$ cat config.mk
export PLATFORM = sky130hd
export DESIGN_NAME = page_walker
export DESIGN_NICKNAME = d
export VERILOG_FILES = /design/src/rtl/pw_pkg.sv /design/src/rtl/pw_flag_merge.sv /design/src/rtl/pw_large_map.sv /design/src/rtl/page_walker.sv
export SDC_FILE = /design/constraint.sdc
export NUM_CORES = 1
export LEC_CHECK = 0
export ABC_AREA = 1
export CAP_MARGIN = 15
export CORE_MARGIN = 8
export CORE_UTILIZATION = 52
export DETAILED_ROUTE_END_ITERATION = 12
export PLACE_DENSITY = 0.9
export SYNTH_ARGS = -nofsm -noshare
export SYNTH_HDL_FRONTEND = slang
export SYNTH_HIERARCHICAL = 1
export SYNTH_SLANG_ARGS = --single-unit
$ cat constraint.sdc
create_clock -name clk -period 2.4 [get_ports clk]
set_clock_uncertainty 0.15 [all_clocks]
set_input_delay 0.24 -clock clk [delete_from_list [all_inputs] [get_ports clk]]
set_output_delay 0.24 -clock clk [all_outputs]
set_load 0.05 [all_outputs]
$ cat src/rtl/pw_pkg.sv
package pw_pkg;
  localparam int P_BIT  = 0;
  localparam int A_BIT  = 5;
  localparam int D_BIT  = 6;
  localparam int PS_BIT = 7;

  typedef enum logic [2:0] {
    S_IDLE, S_RD_DIR, S_CHK_DIR, S_RD_TBL, S_CHK_TBL, S_WB_DIR, S_WB_TBL, S_FIN
  } walk_state_t;

  typedef enum logic [1:0] {
    FLT_NONE = 2'd0, FLT_DIR_ABSENT = 2'd1, FLT_TBL_ABSENT = 2'd2, FLT_RSVD = 2'd3
  } flt_t;

  function automatic logic [31:0] dir_entry_addr(input logic [31:0] base,
                                                 input logic [9:0] idx);
    return base + {20'd0, idx, 2'b00};
  endfunction

  function automatic logic [31:0] tbl_entry_addr(input logic [19:0] tframe,
                                                 input logic [9:0] idx);
    return {tframe, 12'd0} + {20'd0, idx, 2'b00};
  endfunction
endpackage

$ cat src/rtl/pw_flag_merge.sv
module pw_flag_merge (
  input  logic [31:0] entry,
  input  logic        mark_dirty,
  output logic [31:0] merged,
  output logic        changed
);
  import pw_pkg::*;
  always_comb begin
    merged = entry;
    merged[A_BIT] = 1'b1;
    if (mark_dirty) merged[D_BIT] = 1'b1;
    changed = (merged != entry);
  end
endmodule

$ cat src/rtl/pw_large_map.sv
module pw_large_map #(
  parameter int PA_W = 40
) (
  input  logic [31:0]     pde,
  input  logic [21:0]     offs,
  input  logic            wide,
  input  logic [5:0]      width,
  output logic [PA_W-1:0] pa,
  output logic            rsvd_bad
);
  localparam int HI_W = PA_W - 32;
  localparam logic [31:0] RSV_NARROW = 32'h003E_0000;
  localparam logic [31:0] RSV_WIDE   = (32'd1 << 22) - (32'd1 << (13 + HI_W));

  logic [HI_W-1:0] hi;
  logic [HI_W-1:0] over;

  always_comb begin
    if (wide) hi = pde[13 +: HI_W];
    else      hi = {{(HI_W-4){1'b0}}, pde[16:13]};
  end

  for (genvar i = 0; i < HI_W; i++) begin : g_over
    assign over[i] = hi[i] && (6'(32 + i) >= width);
  end

  assign rsvd_bad = (|(pde & (wide ? RSV_WIDE : RSV_NARROW))) || (|over);
  assign pa = {hi, pde[31:22], offs};
endmodule

$ cat src/rtl/page_walker.sv
module page_walker #(
  parameter int PA_W = 40
) (
  input  logic            clk,
  input  logic            rst_n,
  input  logic            start,
  input  logic [31:0]     lin_addr,
  input  logic [31:0]     dir_base,
  input  logic            large_en,
  input  logic            wide_mode,
  input  logic [5:0]      phys_width,
  input  logic            is_write,
  output logic            busy,
  output logic            done,
  output logic [1:0]      fault_code,
  output logic [PA_W-1:0] phys_addr,
  output logic            mem_req,
  output logic            mem_we,
  output logic [31:0]     mem_addr,
  output logic [31:0]     mem_wdata,
  input  logic            mem_ack,
  input  logic [31:0]     mem_rdata
);
  import pw_pkg::*;

  walk_state_t     state;
  flt_t            fault_q;
  logic [31:0]     lin_q, base_q, pde_q, pte_q;
  logic            large_q, wide_q, wr_q;
  logic [5:0]      width_q;
  logic [PA_W-1:0] pa_q;

  // named internal events
  logic            dir_is_large, large_rsvd, dir_chg, tbl_chg;
  logic [31:0]     dir_new, tbl_new, wb_orig;
  logic [PA_W-1:0] large_pa, small_pa;

  assign dir_is_large = large_q && pde_q[PS_BIT];
  assign small_pa     = {{(PA_W-32){1'b0}}, pte_q[31:12], lin_q[11:0]};

  pw_large_map #(.PA_W(PA_W)) u_large (
    .pde(pde_q), .offs(lin_q[21:0]), .wide(wide_q), .width(width_q),
    .pa(large_pa), .rsvd_bad(large_rsvd)
  );

  pw_flag_merge u_dir_merge (
    .entry(pde_q), .mark_dirty(wr_q && dir_is_large),
    .merged(dir_new), .changed(dir_chg)
  );

  pw_flag_merge u_tbl_merge (
    .entry(pte_q), .mark_dirty(wr_q),
    .merged(tbl_new), .changed(tbl_chg)
  );

  always_ff @(posedge clk or negedge rst_n) begin
    if (!rst_n) begin
      state   <= S_IDLE;
      fault_q <= FLT_NONE;
      lin_q   <= '0;
      base_q  <= '0;
      pde_q   <= '0;
      pte_q   <= '0;
      large_q <= 1'b0;
      wide_q  <= 1'b0;
      wr_q    <= 1'b0;
      width_q <= '0;
      pa_q    <= '0;
    end else begin
      case (state)
        S_IDLE: if (start) begin
          lin_q   <= lin_addr;
          base_q  <= dir_base;
          large_q <= large_en;
          wide_q  <= wide_mode;
          width_q <= phys_width;
          wr_q    <= is_write;
          fault_q <= FLT_NONE;
          pa_q    <= '0;
          state   <= S_RD_DIR;
        end
        S_RD_DIR: if (mem_ack) begin
          pde_q <= mem_rdata;
          state <= S_CHK_DIR;
        end
        S_CHK_DIR: begin
          if (!pde_q[P_BIT]) begin
            fault_q <= FLT_DIR_ABSENT;
            state   <= S_FIN;
          end else if (dir_is_large) begin
            if (large_rsvd) begin
              fault_q <= FLT_RSVD;
              state   <= S_FIN;
            end else begin
              pa_q  <= large_pa;
              state <= dir_chg ? S_WB_DIR : S_FIN;
            end
          end else begin
            state <= S_RD_TBL;
          end
        end
        S_RD_TBL: if (mem_ack) begin
          pte_q <= mem_rdata;
          state <= S_CHK_TBL;
        end
        S_CHK_TBL: begin
          if (!pte_q[P_BIT]) begin
            fault_q <= FLT_TBL_ABSENT;
            state   <= S_FIN;
          end else begin
            pa_q <= small_pa;
            if (dir_chg)      state <= S_WB_DIR;
            else if (tbl_chg) state <= S_WB_TBL;
            else              state <= S_FIN;
          end
        end
        S_WB_DIR: if (mem_ack)
          state <= (!dir_is_large && tbl_chg) ? S_WB_TBL : S_FIN;
        S_WB_TBL: if (mem_ack) state <= S_FIN;
        S_FIN:    state <= S_IDLE;
        default:  state <= S_IDLE;
      endcase
    end
  end

  always_comb begin
    mem_req   = (state == S_RD_DIR) || (state == S_RD_TBL) ||
                (state == S_WB_DIR) || (state == S_WB_TBL);
    mem_we    = (state == S_WB_DIR) || (state == S_WB_TBL);
    mem_addr  = ((state == S_RD_DIR) || (state == S_WB_DIR)) ?
                dir_entry_addr(base_q, lin_q[31:22]) :
                tbl_entry_addr(pde_q[31:12], lin_q[21:12]);
    mem_wdata = (state == S_WB_DIR) ? dir_new : tbl_new;
    wb_orig   = (state == S_WB_DIR) ? pde_q : pte_q;
  end

  assign busy       = (state != S_IDLE);
  assign done       = (state == S_FIN);
  assign fault_code = fault_q;
  assign phys_addr  = pa_q;

  // request held until acknowledged
  p_req_hold_r10: assert property (@(posedge clk) disable iff (!rst_n)
    mem_req && !mem_ack |=> mem_req && $stable(mem_addr) && $stable(mem_we) && $stable(mem_wdata));

  // completion is a single-cycle pulse
  p_done_pulse_r11: assert property (@(posedge clk) disable iff (!rst_n)
    done |=> !done && !mem_req);

  // write-back touches only the accessed/dirty bits and always changes the entry
  p_wb_flags_only_r9: assert property (@(posedge clk) disable iff (!rst_n)
    mem_req && mem_we |-> (((mem_wdata ^ wb_orig) & ~32'h0000_0060) == 32'd0) && (mem_wdata != wb_orig));

  // no write on a faulting walk
  p_fault_no_wb_r8: assert property (@(posedge clk) disable iff (!rst_n)
    mem_req && mem_we |-> fault_q == FLT_NONE);

  // small pages stay below 4 GB
  p_small_low_r7: assert property (@(posedge clk) disable iff (!rst_n)
    done && fault_code == 2'd0 && !dir_is_large |-> phys_addr[PA_W-1:32] == '0);

  // result fits the configured width
  p_width_r6: assert property (@(posedge clk) disable iff (!rst_n)
    done && fault_code == 2'd0 |-> (phys_addr >> width_q) == '0);

  // narrow mode never sets bits above 35
  p_narrow_r4: assert property (@(posedge clk) disable iff (!rst_n)
    done && fault_code == 2'd0 && !wide_q |-> phys_addr[PA_W-1:36] == '0);
endmodule

# Word-level counts from Yosys, hierarchy flattened

Cells that the tools add are included.
W data, S select, Z words.

Register bits: 182
Logic and storage cells: 104

$add $sub $neg: 2
$lt $le $gt $ge: 8
Equal/unequal tests: 21
Mux-type cells: 32
Bitwise logic cells: 1
Reduce and logical (&&, ||, !) cells: 29

Operators by type and width:

| cell                 | number |
|---|---|
| $mux W40             | 5 |
| $pmux W40 S3         | 1 |
| $add A32 B12 Y32     | 2 |
| $mux W32             | 2 |
| $ge A6 B6 Y1 const A | 8 |
| $and A32 B32 Y32     | 1 |
| $reduce_or A32 Y1    | 1 |
| $pmux W3 S8          | 1 |
| $mux W21             | 1 |
| $mux W3              | 7 |
| $ne A2 B2 Y1 const B | 10 |
| $mux W2              | 9 |
| $eq A3 B3 Y1 const B | 4 |
| $logic_and A1 B1 Y1  | 11 |
| $reduce_and A5 Y1    | 2 |
| $mux W8              | 1 |
| $reduce_or A8 Y1     | 1 |
| $eq A3 B2 Y1 const B | 2 |
| $logic_or A1 B1 Y1   | 6 |
| $ne A3 B3 Y1 const B | 2 |
| $pmux W2 S3          | 1 |
| $reduce_and A2 Y1    | 3 |
| $reduce_and A6 Y1    | 1 |
| $reduce_bool A3 Y1   | 2 |
| 5 further kinds      | 9 |

# Longest topological paths before layout

Depth after elaboration: 9
Gate-level depth with buffers: 15

# By module

Netlist, hierarchy kept.

Modules (own cells, without submodules):

| module        | instances | cells an instance | area each (µm²) | sequential area each (µm²) |
|---|---|---|---|---|
| page_walker   | 1         | 1,160             | 9,271.4         | 4,554.4 |
| pw_flag_merge | 2         | 36                | 254.0           | 0.0 |
| pw_large_map  | 1         | 77                | 450.4           | 0.0 |

# Worst setup path before layout

No wires, ideal clock.

Kind: reg-to-output
Start: register lin_q[22]
End: output port mem_addr[10]
Arrival time: 2.591 ns
Data required time: 2.010 ns
Setup slack: -0.581 ns
Cell stages (with the launch flop): 9
Path buffers: 0
Cells stage by stage: dfrtp_1 > ha_1 > fa_1 > nand3_1 > nand3_1 > nand2_1 > nand2_1 > xnor2_1 > o21ai_0

Word-level cells in the longest chain between the ends: 2

RTL lines:

| what                     | line               | source |
|---|---|---|
| start: declaration       | page_walker.sv:28  | `logic [31:0] lin_q, base_q, pde_q, pte_q;` |
| start signal: assignment | page_walker.sv:72  | `lin_q <= lin_addr;` |
| $add A32 B12 Y32         | pw_pkg.sv:17       | `return base + {20'd0, idx, 2'b00};` |
| $mux W32                 | page_walker.sv:130 | `mem_addr = ((state == S_RD_DIR) \|\| (state == S_WB_DIR)) ?` |
| end: declaration         | page_walker.sv:19  | `output logic [31:0] mem_addr,` |

No other way between the ends.

# Worst setup path in the final report

Start: register base_q[2]
End: output port mem_addr[10]

Word-level cells in the longest chain between the ends: 2

RTL lines:

| what                     | line               | source |
|---|---|---|
| start: declaration       | page_walker.sv:28  |  |
| start signal: assignment | page_walker.sv:73  | `base_q <= dir_base;` |
| $add A32 B12 Y32         | pw_pkg.sv:17       |  |
| $mux W32                 | page_walker.sv:130 |  |

No other way between the ends.

==> metrics.yaml <==
synthesis:
  synth_area_leaders: "dfrtp_1 (45%), nand2_1 (17%), buf_4 (7.3%)"
  synth.net_count: 1429
  netlist_instances: 1309
  synth_top_area_share_pct: 44.52
  syn_area_sq_um: 10230
  yosys.area.top_type: "dfrtp_1"
  ys.flop_type: "dfrtp_1"
  postSynthAreaPerCell_sq_um: 7.815
  seq_area_frac_synth_pct: 44.52
  async_reset_ff_share_pct: 100.0
  synth_cell_types: 38
  synth_edf_count: 0
  ys_warn_count: 6
  ys_ff_latch: 182
place:
  dp_hpwl_microns: 22010
  gp_congestion: 0.9245
  portBuffers: 218
  placed_area_sq_um: 12580
routing:
  routed_wl_microns: 32140
  drtAntennaViolNets: 0
  drc_errors: 0
  vias: 9386
  via_per_inst: 5.363
  drt_pass1_iterations: 6
  routedWlPerCell_microns: 18.37
  drt-initial-drc-count: 828
timing:
  fmax_ghz: 0.3556
  maxSlewViolCount: 0
  worst_pin_slew_ps: 599.2
  setup_viol: 29
  post-route-period-util_pct: 117.2
  period_minus_slack_ps: 2812
  max_slew_margin_pct: 60.05
  rsz0062_at_grt: "yes"
  setup_ws_ps: -412.5
  hold_viol: 0
cells_and_area:
  area_delta_synth_final_pct: 39.52
  nNetsFinal: 1589
  final_design_area_no_fill_sq_um: 14270
  drive_gt1_share_pct: 23.75
global_route:
  grt_pass1_wl_microns: 49020
  grt.total_usage_pct: 25.43
  grt_pass1_vias: 9282
  antenna_found_initial: 5
  grt_max_degree: 85
  grt-ovfl-total: 0
cts:
  numCtsBuffers: 17
  cts_tree: "done"
  ctsRootBufferMaster: "clkbuf_16"
  clk-insertion-delay-late_ps: 430
  clock_sinks: 182
  cts_max_path_buffers: 2
  htree_levels: 4
  clk_pin_slew_ps: 80
floorplan:
  dieWidth_microns: 156.3
  ioPinCount: 219
  dieArea_sq_um: 24420
  start_util_pct: 52.73
  fp-row-count: 51
  dieHeight_microns: 156.3
  core_area_sq_um: 19400
run_status:
  violations: "negative setup slack"
  status: "finished with violations"
critical_path:
  path_class: "register to output port"
  crit_path_max_fanout: 4
  setup.worst_path.start_class: "register"
  slowest_stage: "dfrtp_1"
  cp_cell_sequence: "ha_2 -> fa_2 -> nand3_2 -> nand3_4 -> nand2_1 -> nand2_2 -> xnor2_2 -> o21ai_2 -> buf_12"
  critPathCaptureType: "output port"
  slowest_delay_ps: 400
  cp.arrival_ps: 2420
  cp_data_required_time_ps: 2010
hold_path:
  min_path_type: "input pin to register"
run:
  drv_cap: 0
[state kept, by name, summed over array words and instances, names as in the netlist]
signal      flops
base_q         32
fault_code      2
large_q         1
lin_q          32
pde_q          32
phys_addr      40
pte_q          32
state           3
wide_q          1
width_q         6
wr_q            1
[logic make-up after synthesis]
logic type / synth area share, %
muxes: 5.174
other: 0.07341
adders and majority gates: 1.419
xor gates and xnor gates: 0.5993
buffers and inverters: 14.42
and+or+nand+nor: 24.80
DFF: 44.52
AOI/OAI and AO/OA: 8.990
[area by class of cell]
| type | instances | area, sq um |
|---|---|---|
| Clock buffer | 18 | 439.2 |
| Multi-Input combinational cell | 859 | 4858 |
| Clock inverter | 14 | 140.1 |
| Sequential cell | 182 | 4559 |
| Tap cell | 265 | 331.6 |
| Inverter | 121 | 454.2 |
| Fill cell | 1398 | 5126 |
| Antenna cell | 3 | 7.507 |
| Timing Repair Buffer | 288 | 3482 |
[cell usage after synthesis, types with 6 or more instances]
library cell and instances:
nand2_1 451, dfrtp_1 182, o21ai_0 118, inv_1 116, buf_4 99, nor2_1 77
nand3_1 60, mux2_2 47, a31oi_1 36, clkbuf_1 27, buf_6 12, ha_1 10
a21oi_1 9, nand4_1 9, nor3_1 7, xnor2_1 7, buf_2 6
[path summary, 6_finish.rpt]
check	endpoint	cells past startpoint	start	slack, ps
max in group asynchronous	pte_q[28]	3	rst_n	1180
min reg2reg	pte_q[7]	2	pte_q[7]	340
max	mem_addr[10]	9	base_q[2]	-410
max reg2reg	phys_addr[37]	11	pde_q[18]	90
min in group asynchronous	pde_q[9]	2	rst_n	230
min	base_q[12]	3	dir_base[12]	220
[worst max-delay path, delay by kind of cell (launching register included)]
| kind | cells | cell delay (ps) |
|---|---|---|
| AOI/OAI and AO/OA | 1 | 220 |
| xor gates and xnor gates | 1 | 170 |
| adders and majority gates | 2 | 610 |
| buffers and inverters | 1 | 170 |
| DFF | 1 | 400 |
| and+or+nand+nor | 4 | 400 |
[metal layers]
| metal | vias up | GRT usage, % | routed length (microns) | share of wire [%] |
|---|---|---|---|---|
| met3 | 86 | 5.157 | 2221 | 6.9 |
| met5 | - | 0 | 26 | 0.081 |
| li1 | 4393 | - | - | - |
| met4 | 4 | 10.53 | 1206 | 3.8 |
| met2 | 434 | 42.69 | 15710 | 49 |
| met1 | 4469 | 31.43 | 12980 | 40 |
[metrics by stage]
step	hold slack, ps	setup TNS [ps]	setup slack (ps)	instances	utilization, %
2_1_floorplan	-205.6	-203.6	-203.6	1309	-
3_3_place_gp	142.5	0	20.77	1682	64.86
3_5_place_dp	144.8	-245.9	-64.07	1682	64.86
4_1_cts	210.6	-6107	-359.9	1729	71.57
5_1_grt	226.5	-10210	-479.3	1750	73.57
6_report	222.8	-7737	-412.5	1750	73.57
[repair_timing]
| item | CTS | global route |
|---|---|---|
| pin swaps | 49 | 30 |
| endpoints found under the hold margin | 63 | 0 |
| gates resized for setup | 140 | 37 |
| hold buffers | 1 | 0 |
| endpoints found under the setup margin | 57 | 88 |
| gates cloned | 0 | 6 |
| setup buffers | 14 | 12 |
[placed cells by master, fill, tap and decap left out, types with 21 or more instances in the layout]
master / count
nand2_1: 402
buf_12: 58
buf_6: 21
nor2_1: 67
clkbuf_16: 22
clkdlybuf4s50_1: 149
mux2_2: 47
o21ai_0: 109
inv_1: 108
a31oi_1: 32
dfrtp_1: 178
nand3_1: 42
nand2_2: 40
buf_4: 46
Power is left out: the tool's default activity adds up to more than one toggle a clock period on the data nets, which glitch-free logic cannot reach.
